## src/rtl/cell_xlate_pkg.sv

```systemverilog
package cell_xlate_pkg;

  localparam int CELL_BYTES = 53;
  localparam int HDR_BYTES  = 5;
  localparam int PAY_BYTES  = CELL_BYTES - HDR_BYTES;
  localparam int PATH_W     = 12;
  localparam int CIRC_W     = 16;
  localparam int HDR_W      = 8 * HDR_BYTES;
  localparam logic [7:0] HEC_POLY = 8'h07;
  localparam logic [7:0] HEC_MASK = 8'h55;

  typedef enum logic [2:0] {
    S_HDR,
    S_DECIDE,
    S_EMIT,
    S_PAY,
    S_DROP
  } port_st_e;

  typedef struct packed {
    logic              vld;
    logic [PATH_W-1:0] kpath;
    logic [CIRC_W-1:0] kcirc;
    logic [PATH_W-1:0] npath;
    logic [CIRC_W-1:0] ncirc;
  } conn_t;

  // CRC-8 over a 32-bit header word, MSB first, remainder XOR mask
  function automatic logic [7:0] hec_calc(input logic [31:0] w);
    logic [7:0] c;
    logic       fb;
    c = 8'h00;
    for (int i = 31; i >= 0; i--) begin
      fb = c[7] ^ w[i];
      c  = {c[6:0], 1'b0};
      if (fb) c = c ^ HEC_POLY;
    end
    return c ^ HEC_MASK;
  endfunction

endpackage

```

## src/rtl/cell_conn_table.sv

```systemverilog
module cell_conn_table
  import cell_xlate_pkg::*;
#(
  parameter int N_ENTRY = 16,
  localparam int IDX_W  = $clog2(N_ENTRY)
) (
  input  logic              clk,
  input  logic              rst_n,
  input  logic              wr_en,
  input  logic [IDX_W-1:0]  wr_idx,
  input  conn_t             wr_entry,
  input  logic [PATH_W-1:0] look_path,
  input  logic [CIRC_W-1:0] look_circ,
  input  logic              path_only,
  output logic              hit,
  output conn_t             hit_entry
);

  conn_t [N_ENTRY-1:0] ent_v;
  logic  [N_ENTRY-1:0] match_v;

  for (genvar g = 0; g < N_ENTRY; g++) begin : g_ent
    conn_t ent_q;
    logic  wr_sel;

    assign wr_sel = wr_en && (wr_idx == IDX_W'(g));

    always_ff @(posedge clk or negedge rst_n) begin
      if (!rst_n) begin
        ent_q <= '0;
      end else if (wr_sel) begin
        ent_q <= wr_entry;
      end
    end

    assign ent_v[g]   = ent_q;
    assign match_v[g] = ent_q.vld && (ent_q.kpath == look_path) &&
                        (path_only || (ent_q.kcirc == look_circ));
  end

  // lowest index wins: scan downwards so the last assignment is the lowest
  always_comb begin
    hit       = 1'b0;
    hit_entry = '0;
    for (int i = N_ENTRY - 1; i >= 0; i--) begin
      if (match_v[i]) begin
        hit       = 1'b1;
        hit_entry = ent_v[i];
      end
    end
  end

endmodule

```

## src/rtl/cell_hdr_rewrite.sv

```systemverilog
module cell_hdr_rewrite
  import cell_xlate_pkg::*;
(
  input  logic [HDR_W-1:0]  hdr,
  input  logic              nni_mode,
  input  logic              path_only,
  input  conn_t             hit_entry,
  output logic              hec_ok,
  output logic [PATH_W-1:0] look_path,
  output logic [CIRC_W-1:0] look_circ,
  output logic [HDR_W-1:0]  new_hdr
);

  logic [31:0] w_in;
  logic [31:0] w_out;

  assign w_in      = hdr[HDR_W-1:8];
  assign hec_ok    = (hec_calc(w_in) == hdr[7:0]);
  assign look_path = nni_mode ? w_in[31:20] : {4'h0, w_in[27:20]};
  assign look_circ = w_in[19:4];

  always_comb begin
    w_out         = w_in;
    w_out[27:20]  = hit_entry.npath[7:0];
    if (nni_mode)   w_out[31:28] = hit_entry.npath[11:8];
    if (!path_only) w_out[19:4]  = hit_entry.ncirc;
  end

  assign new_hdr = {w_out, hec_calc(w_out)};

endmodule

```

## src/rtl/cell_hdr_xlate.sv

```systemverilog
module cell_hdr_xlate
  import cell_xlate_pkg::*;
#(
  parameter int N_ENTRY = 16,
  parameter int CNT_W   = 16,
  localparam int IDX_W  = $clog2(N_ENTRY)
) (
  input  logic              clk,
  input  logic              rst_n,
  input  logic              nni_mode,
  input  logic              path_only,
  input  logic              in_valid,
  output logic              in_ready,
  input  logic              in_soc,
  input  logic [7:0]        in_data,
  output logic              out_valid,
  input  logic              out_ready,
  output logic              out_soc,
  output logic [7:0]        out_data,
  input  logic              tbl_we,
  input  logic [IDX_W-1:0]  tbl_idx,
  input  logic              tbl_vld,
  input  logic [PATH_W-1:0] tbl_key_path,
  input  logic [CIRC_W-1:0] tbl_key_circ,
  input  logic [PATH_W-1:0] tbl_new_path,
  input  logic [CIRC_W-1:0] tbl_new_circ,
  output logic [CNT_W-1:0]  drop_count
);

  localparam int BCNT_W = $clog2(PAY_BYTES);
  localparam logic [BCNT_W-1:0] HDR_LAST = BCNT_W'(HDR_BYTES - 1);
  localparam logic [BCNT_W-1:0] PAY_LAST = BCNT_W'(PAY_BYTES - 1);

  port_st_e           st_q, st_d;
  logic [BCNT_W-1:0]  cnt_q, cnt_d;
  logic [HDR_W-1:0]   hdr_q, hdr_d;
  logic [HDR_W-1:0]   ohdr_q, ohdr_d;
  logic [CNT_W-1:0]   drop_q, drop_d;

  conn_t              wr_entry;
  conn_t              hit_entry;
  logic               hit;
  logic               hec_ok;
  logic [PATH_W-1:0]  look_path;
  logic [CIRC_W-1:0]  look_circ;
  logic [HDR_W-1:0]   new_hdr;

  always_comb begin
    wr_entry.vld   = tbl_vld;
    wr_entry.kpath = tbl_key_path;
    wr_entry.kcirc = tbl_key_circ;
    wr_entry.npath = tbl_new_path;
    wr_entry.ncirc = tbl_new_circ;
  end

  cell_conn_table #(.N_ENTRY(N_ENTRY)) table_i (
    .clk       (clk),
    .rst_n     (rst_n),
    .wr_en     (tbl_we),
    .wr_idx    (tbl_idx),
    .wr_entry  (wr_entry),
    .look_path (look_path),
    .look_circ (look_circ),
    .path_only (path_only),
    .hit       (hit),
    .hit_entry (hit_entry)
  );

  cell_hdr_rewrite rewrite_i (
    .hdr       (hdr_q),
    .nni_mode  (nni_mode),
    .path_only (path_only),
    .hit_entry (hit_entry),
    .hec_ok    (hec_ok),
    .look_path (look_path),
    .look_circ (look_circ),
    .new_hdr   (new_hdr)
  );

  // next-state and output decode
  always_comb begin
    st_d      = st_q;
    cnt_d     = cnt_q;
    hdr_d     = hdr_q;
    ohdr_d    = ohdr_q;
    drop_d    = drop_q;
    in_ready  = 1'b0;
    out_valid = 1'b0;
    out_soc   = 1'b0;
    out_data  = 8'h00;
    case (st_q)
      S_HDR: begin
        in_ready = 1'b1;
        if (in_valid && ((cnt_q != '0) || in_soc)) begin
          hdr_d = {hdr_q[HDR_W-9:0], in_data};
          if (cnt_q == HDR_LAST) begin
            st_d  = S_DECIDE;
            cnt_d = '0;
          end else begin
            cnt_d = cnt_q + 1'b1;
          end
        end
      end
      S_DECIDE: begin
        if (hec_ok && hit) begin
          st_d   = S_EMIT;
          ohdr_d = new_hdr;
        end else begin
          st_d   = S_DROP;
          drop_d = drop_q + 1'b1;
        end
      end
      S_EMIT: begin
        out_valid = 1'b1;
        out_soc   = (cnt_q == '0);
        out_data  = ohdr_q[HDR_W-1 -: 8];
        if (out_ready) begin
          ohdr_d = {ohdr_q[HDR_W-9:0], 8'h00};
          if (cnt_q == HDR_LAST) begin
            st_d  = S_PAY;
            cnt_d = '0;
          end else begin
            cnt_d = cnt_q + 1'b1;
          end
        end
      end
      S_PAY: begin
        out_valid = in_valid;
        in_ready  = out_ready;
        out_data  = in_data;
        if (in_valid && out_ready) begin
          if (cnt_q == PAY_LAST) begin
            st_d  = S_HDR;
            cnt_d = '0;
          end else begin
            cnt_d = cnt_q + 1'b1;
          end
        end
      end
      S_DROP: begin
        in_ready = 1'b1;
        if (in_valid) begin
          if (cnt_q == PAY_LAST) begin
            st_d  = S_HDR;
            cnt_d = '0;
          end else begin
            cnt_d = cnt_q + 1'b1;
          end
        end
      end
      default: begin
        st_d  = S_HDR;
        cnt_d = '0;
      end
    endcase
  end

  always_ff @(posedge clk or negedge rst_n) begin
    if (!rst_n) begin
      st_q   <= S_HDR;
      cnt_q  <= '0;
      hdr_q  <= '0;
      ohdr_q <= '0;
      drop_q <= '0;
    end else begin
      st_q   <= st_d;
      cnt_q  <= cnt_d;
      hdr_q  <= hdr_d;
      ohdr_q <= ohdr_d;
      drop_q <= drop_d;
    end
  end

  assign drop_count = drop_q;

endmodule

```

## config.mk

```make
export PLATFORM = sky130hd
export DESIGN_NAME = cell_hdr_xlate
export DESIGN_NICKNAME = d
export VERILOG_FILES = /design/src/rtl/cell_xlate_pkg.sv /design/src/rtl/cell_conn_table.sv /design/src/rtl/cell_hdr_rewrite.sv /design/src/rtl/cell_hdr_xlate.sv
export SDC_FILE = /design/constraint.sdc
export NUM_CORES = 2
export LEC_CHECK = 0
export BUFFER_PORTS_ARGS = -buffer_cell sky130_fd_sc_hd__buf_4
export CAP_MARGIN = 10
export CORE_ASPECT_RATIO = 0.75
export CORE_MARGIN = 5
export CORE_UTILIZATION = 40
export DETAILED_ROUTE_END_ITERATION = 12
export GPL_TIMING_DRIVEN = 0
export SLEW_MARGIN = 20
export SYNTH_ARGS = -nofsm -noshare
export SYNTH_HDL_FRONTEND = slang
export SYNTH_SLANG_ARGS = --single-unit
```

## constraint.sdc

```tcl
create_clock -name clk -period 6.22 [get_ports clk]
set_input_delay 0.311 -clock clk [delete_from_list [all_inputs] [get_ports clk]]
set_output_delay 0.311 -clock clk [all_outputs]
set_load 0.03 [all_outputs]
```

==> impl_metrics.py <==
metrics = {
    "die": {
        "num_io_pins": 104,
        "row_count": 115,
        "fp.dieH_um": 324,
        "coreArea_sq_um": 131000,
        "initial_utilization_pct": 40.1,
        "die-area_sq_um": 138000,
        "die_w_um": 428,
    },
    "placed_design": {
        "place_congestion": 0.961,
        "pre_cts_slack_ps": -1400,
        "port-buffer-count": 102,
        "dpl.hpwl_um": 142000,
        "placed_cells": 6328,
    },
    "grt": {
        "grt_max_degree": 139,
        "overflow": 0,
        "grt_usage_pct": 27.7,
        "antenna_found_initial": 3,
        "grt_pass1_wl_um": 282000,
        "grt_pass1_vias": 38183,
    },
    "status": {
        "outcome": "finished, violations left",
        "violations": "negative setup slack",
    },
    "timing": {
        "fmax_mhz": 161,
        "slew_headroom_pct": 13.3,
        "period_needed_ps": 6220,
        "maxSlewViolCount": 0,
        "finalClockSkew_ps": 46.0,
        "worst_pin_slew_ps": 1300,
        "setup-violations-final": 1,
        "layout_setup_ws_ps": -1.16,
        "timing.hold.ws_ps": 84.3,
        "hold_violations": 0,
        "post-route-period-util_pct": 100,
    },
    "clocking": {
        "cts_made_buffers": 106,
        "cts-root-buf": "clkbuf_16",
        "cts_max_level": 3,
        "path_clk_slew_ps": 70,
        "cts_tree": "built",
        "ctsLongestPathBuffers": 3,
        "clock_latency_ps": 750,
        "cts_sinks": 1017,
    },
    "setup_path": {
        "endpoint_kind": "register",
        "required_ps": 6840,
        "cp_data_arrival_time_ps": 6840,
        "setup.worst_path.class": "register to register",
        "cp_max_fo": 10,
        "start_kind": "register",
    },
    "route": {
        "routedWlPerCell_um": 29.6,
        "wl_met2_um": 78100,
        "routed-wl-met3_um": 22300,
        "drt_iter0_markers": 4683,
        "vias": 39681,
        "finalWirelength_um": 196000,
        "routed.top_layer": "met5",
        "drc": 0,
        "drt-met1-wl_um": 89500,
        "detail-route-antenna-nets": 0,
        "viasPerCell": 5.98,
        "drtPass1Iterations": 6,
    },
    "synth": {
        "synth_top_cell_area_share_pct": 48.5,
        "synthCells": 4457,
        "synth_edf_count": 0,
        "synth_ff_type": "dfrtp_1",
        "syn_nets": 4537,
        "yosys_warnings": 0,
        "async_flop_share_pct": 100,
        "ys_ff_latch": 1017,
        "synth_area_sq_um": 52400,
        "ys_types": 99,
        "yosys.area.top_type": "dfrtp_1",
        "synthTopCellsByArea": "dfrtp_1, mux2_2, xnor2_1, xor2_1, nand2_1",
        "avgSynthCellArea_sq_um": 11.8,
        "ys_seq_area_share_pct": 48.5,
    },
    "final_layout": {
        "nets": 4865,
        "fill_cells": 12115,
        "final_util_pct": 47.1,
        "drive_gt1_share_pct": 33.2,
        "syn_to_final_growth_pct": 17.4,
        "stdcell_count": 6633,
    },
    "run": {
        "timing.max_cap.violations": 0,
    },
    "power_and_ir_drop": {
        "ir_drop_mv": 0.258,
        "p_leak_nw": 25.9,
        "powerDensity_nw_per_um2": 321,
    },
    "min_path": {
        "min_path_type": "input pin to register",
    },
}
==> area by class of cell <==
class	count	area, sq um	area share [%]
antenna	4	10.0	0.0163
buffer	346	1790	2.91
clock buffer	147	3090	5.02
clock inverter	50	552	0.896
inverter	53	199	0.323
multi-input combinational	3040	26200	42.6
sequential	1017	25500	41.3
tap	1755	2200	3.57
timing repair buffer	221	2070	3.37
==> timing repair <==
item                                   CTS  global route
resized for setup                      111           120
endpoints found under the hold margin  485             0
setup endpoints to repair               58            53
setup buffers                           28            11
hold buffers                            66             0
pin swaps                               17            13
==> worst max-delay path: stages, from the launching register on <==
cell,delay [ps]
dfrtp_1,330
buf_2,280
buf_4,270
buf_4,290
xnor2_1,150
a31oi_1,120
o32ai_2,520
nand4_4,280
buf_2,290
o211a_1,240
a221oi_2,500
o221ai_2,330
a21oi_4,370
xnor2_1,270
xor2_1,300
xnor3_1,430
xnor3_1,310
xnor3_2,310
xnor3_1,390
o22ai_2,100
==> final timing paths <==
path / startpoint / end / cells after the start / slack (ps)
max reg2reg: hdr_q[39] / ohdr_q[3] / 19 / -1
max: hdr_q[39] / ohdr_q[3] / 19 / -1
min in group asynchronous: rst_n / table_i.ent_v[151] / 3 / 320
min: in_valid / cnt_q[1] / 3 / 80
max in group asynchronous: rst_n / table_i.ent_v[867] / 6 / 3610
min reg2reg: drop_count[15] / drop_count[15] / 1 / 490
==> state kept, by name (all words and copies together), names as in the netlist <==
| signal | flops |
|---|---|
| ohdr_q | 40 |
| st_q | 3 |
| drop_count | 16 |
| hdr_q | 40 |
| cnt_q | 6 |
| table_i.ent_v | 912 |
==> power by group <==
part	switching, mW	leakage (nW)	internal (mW)
Combinational	1.80	11.6	2.13
Sequential	1.00	12.6	8.03
Clock	2.92	1.81	3.85
Total	5.73	25.9	14.0
==> through the flow <==
step	power (mW)	setup TNS, ps	cell area [sq um]
CTS	19.7	-19.9	60900
floorplan	11.6	0	52400
detailed placement	12.8	-63210	55800
global route	20.5	-73.6	61600
finish	19.7	-1.16	61600
global placement	12.6	-7864030	55400
==> Yosys cell counts, types with 13 or more instances <==
master	count
dfrtp_1	1017
mux2_2	944
xnor2_1	410
nand2_1	249
nor2_1	212
clkbuf_1	185
xor2_1	122
nand4_1	104
o21ai_0	100
nand3_1	97
nor3_1	75
buf_2	71
a21oi_1	67
inv_1	52
a31oi_1	51
buf_1	40
nor4_1	37
nand2b_1	29
buf_4	27
o22ai_1	27
a221oi_1	25
and3_1	25
buf_6	24
o211ai_1	23
a211oi_1	21
nor4bb_1	19
o311ai_0	17
o31ai_1	17
a221o_1	16
a311oi_1	16
mux2i_1	16
o221ai_1	16
or3_1	16
and4_1	15
xnor3_1	14
a2111oi_0	13
==> layout by cell type, fill, tap and decap left out, drive strengths merged, types with 12 or more instances in the layout <==
| master | instances |
|---|---|
| xor2 | 124 |
| or3 | 16 |
| nand4 | 109 |
| nor2 | 212 |
| o311ai | 26 |
| xnor2 | 418 |
| a211oi | 22 |
| dlygate4sd3 | 66 |
| and4 | 15 |
| o31ai | 18 |
| buf | 305 |
| nor4bb | 19 |
| o22ai | 28 |
| a2111oi | 15 |
| o41ai | 13 |
| dfrtp | 1017 |
| a21oi | 68 |
| nor4 | 41 |
| mux2 | 944 |
| a31oi | 51 |
| a221oi | 28 |
| o2111ai | 12 |
| nor2b | 12 |
| clkinv | 33 |
| and3 | 25 |
| nand2 | 249 |
| o211ai | 23 |
| a221o | 16 |
| clkbuf | 343 |
| mux2i | 16 |
| nand2b | 29 |
| xnor3 | 16 |
| nor3 | 76 |
| o21ai | 110 |
| inv | 58 |
| a311oi | 16 |
| o221ai | 17 |
| nand3 | 97 |
==> routing by layer <==
metal,vias to the layer above,global-route usage (%)
li1,16707,-
met1,20730,41.7
met2,1906,37.9
met3,334,9.20
met4,4,7.35
met5,-,0
==> cell families after synthesis <==
logic type	count (synthesis)	share of synthesized area, %
DFF	1017	48.5
AOI/OAI and AO/OA	566	8.06
buffers and inverters	400	3.57
adders and majority gates	3	0.0716
muxes	960	20.6
and+or+nand+nor	951	9.19
xor gates and xnor gates	560	9.98
Power figures use the tool's default switching activity.
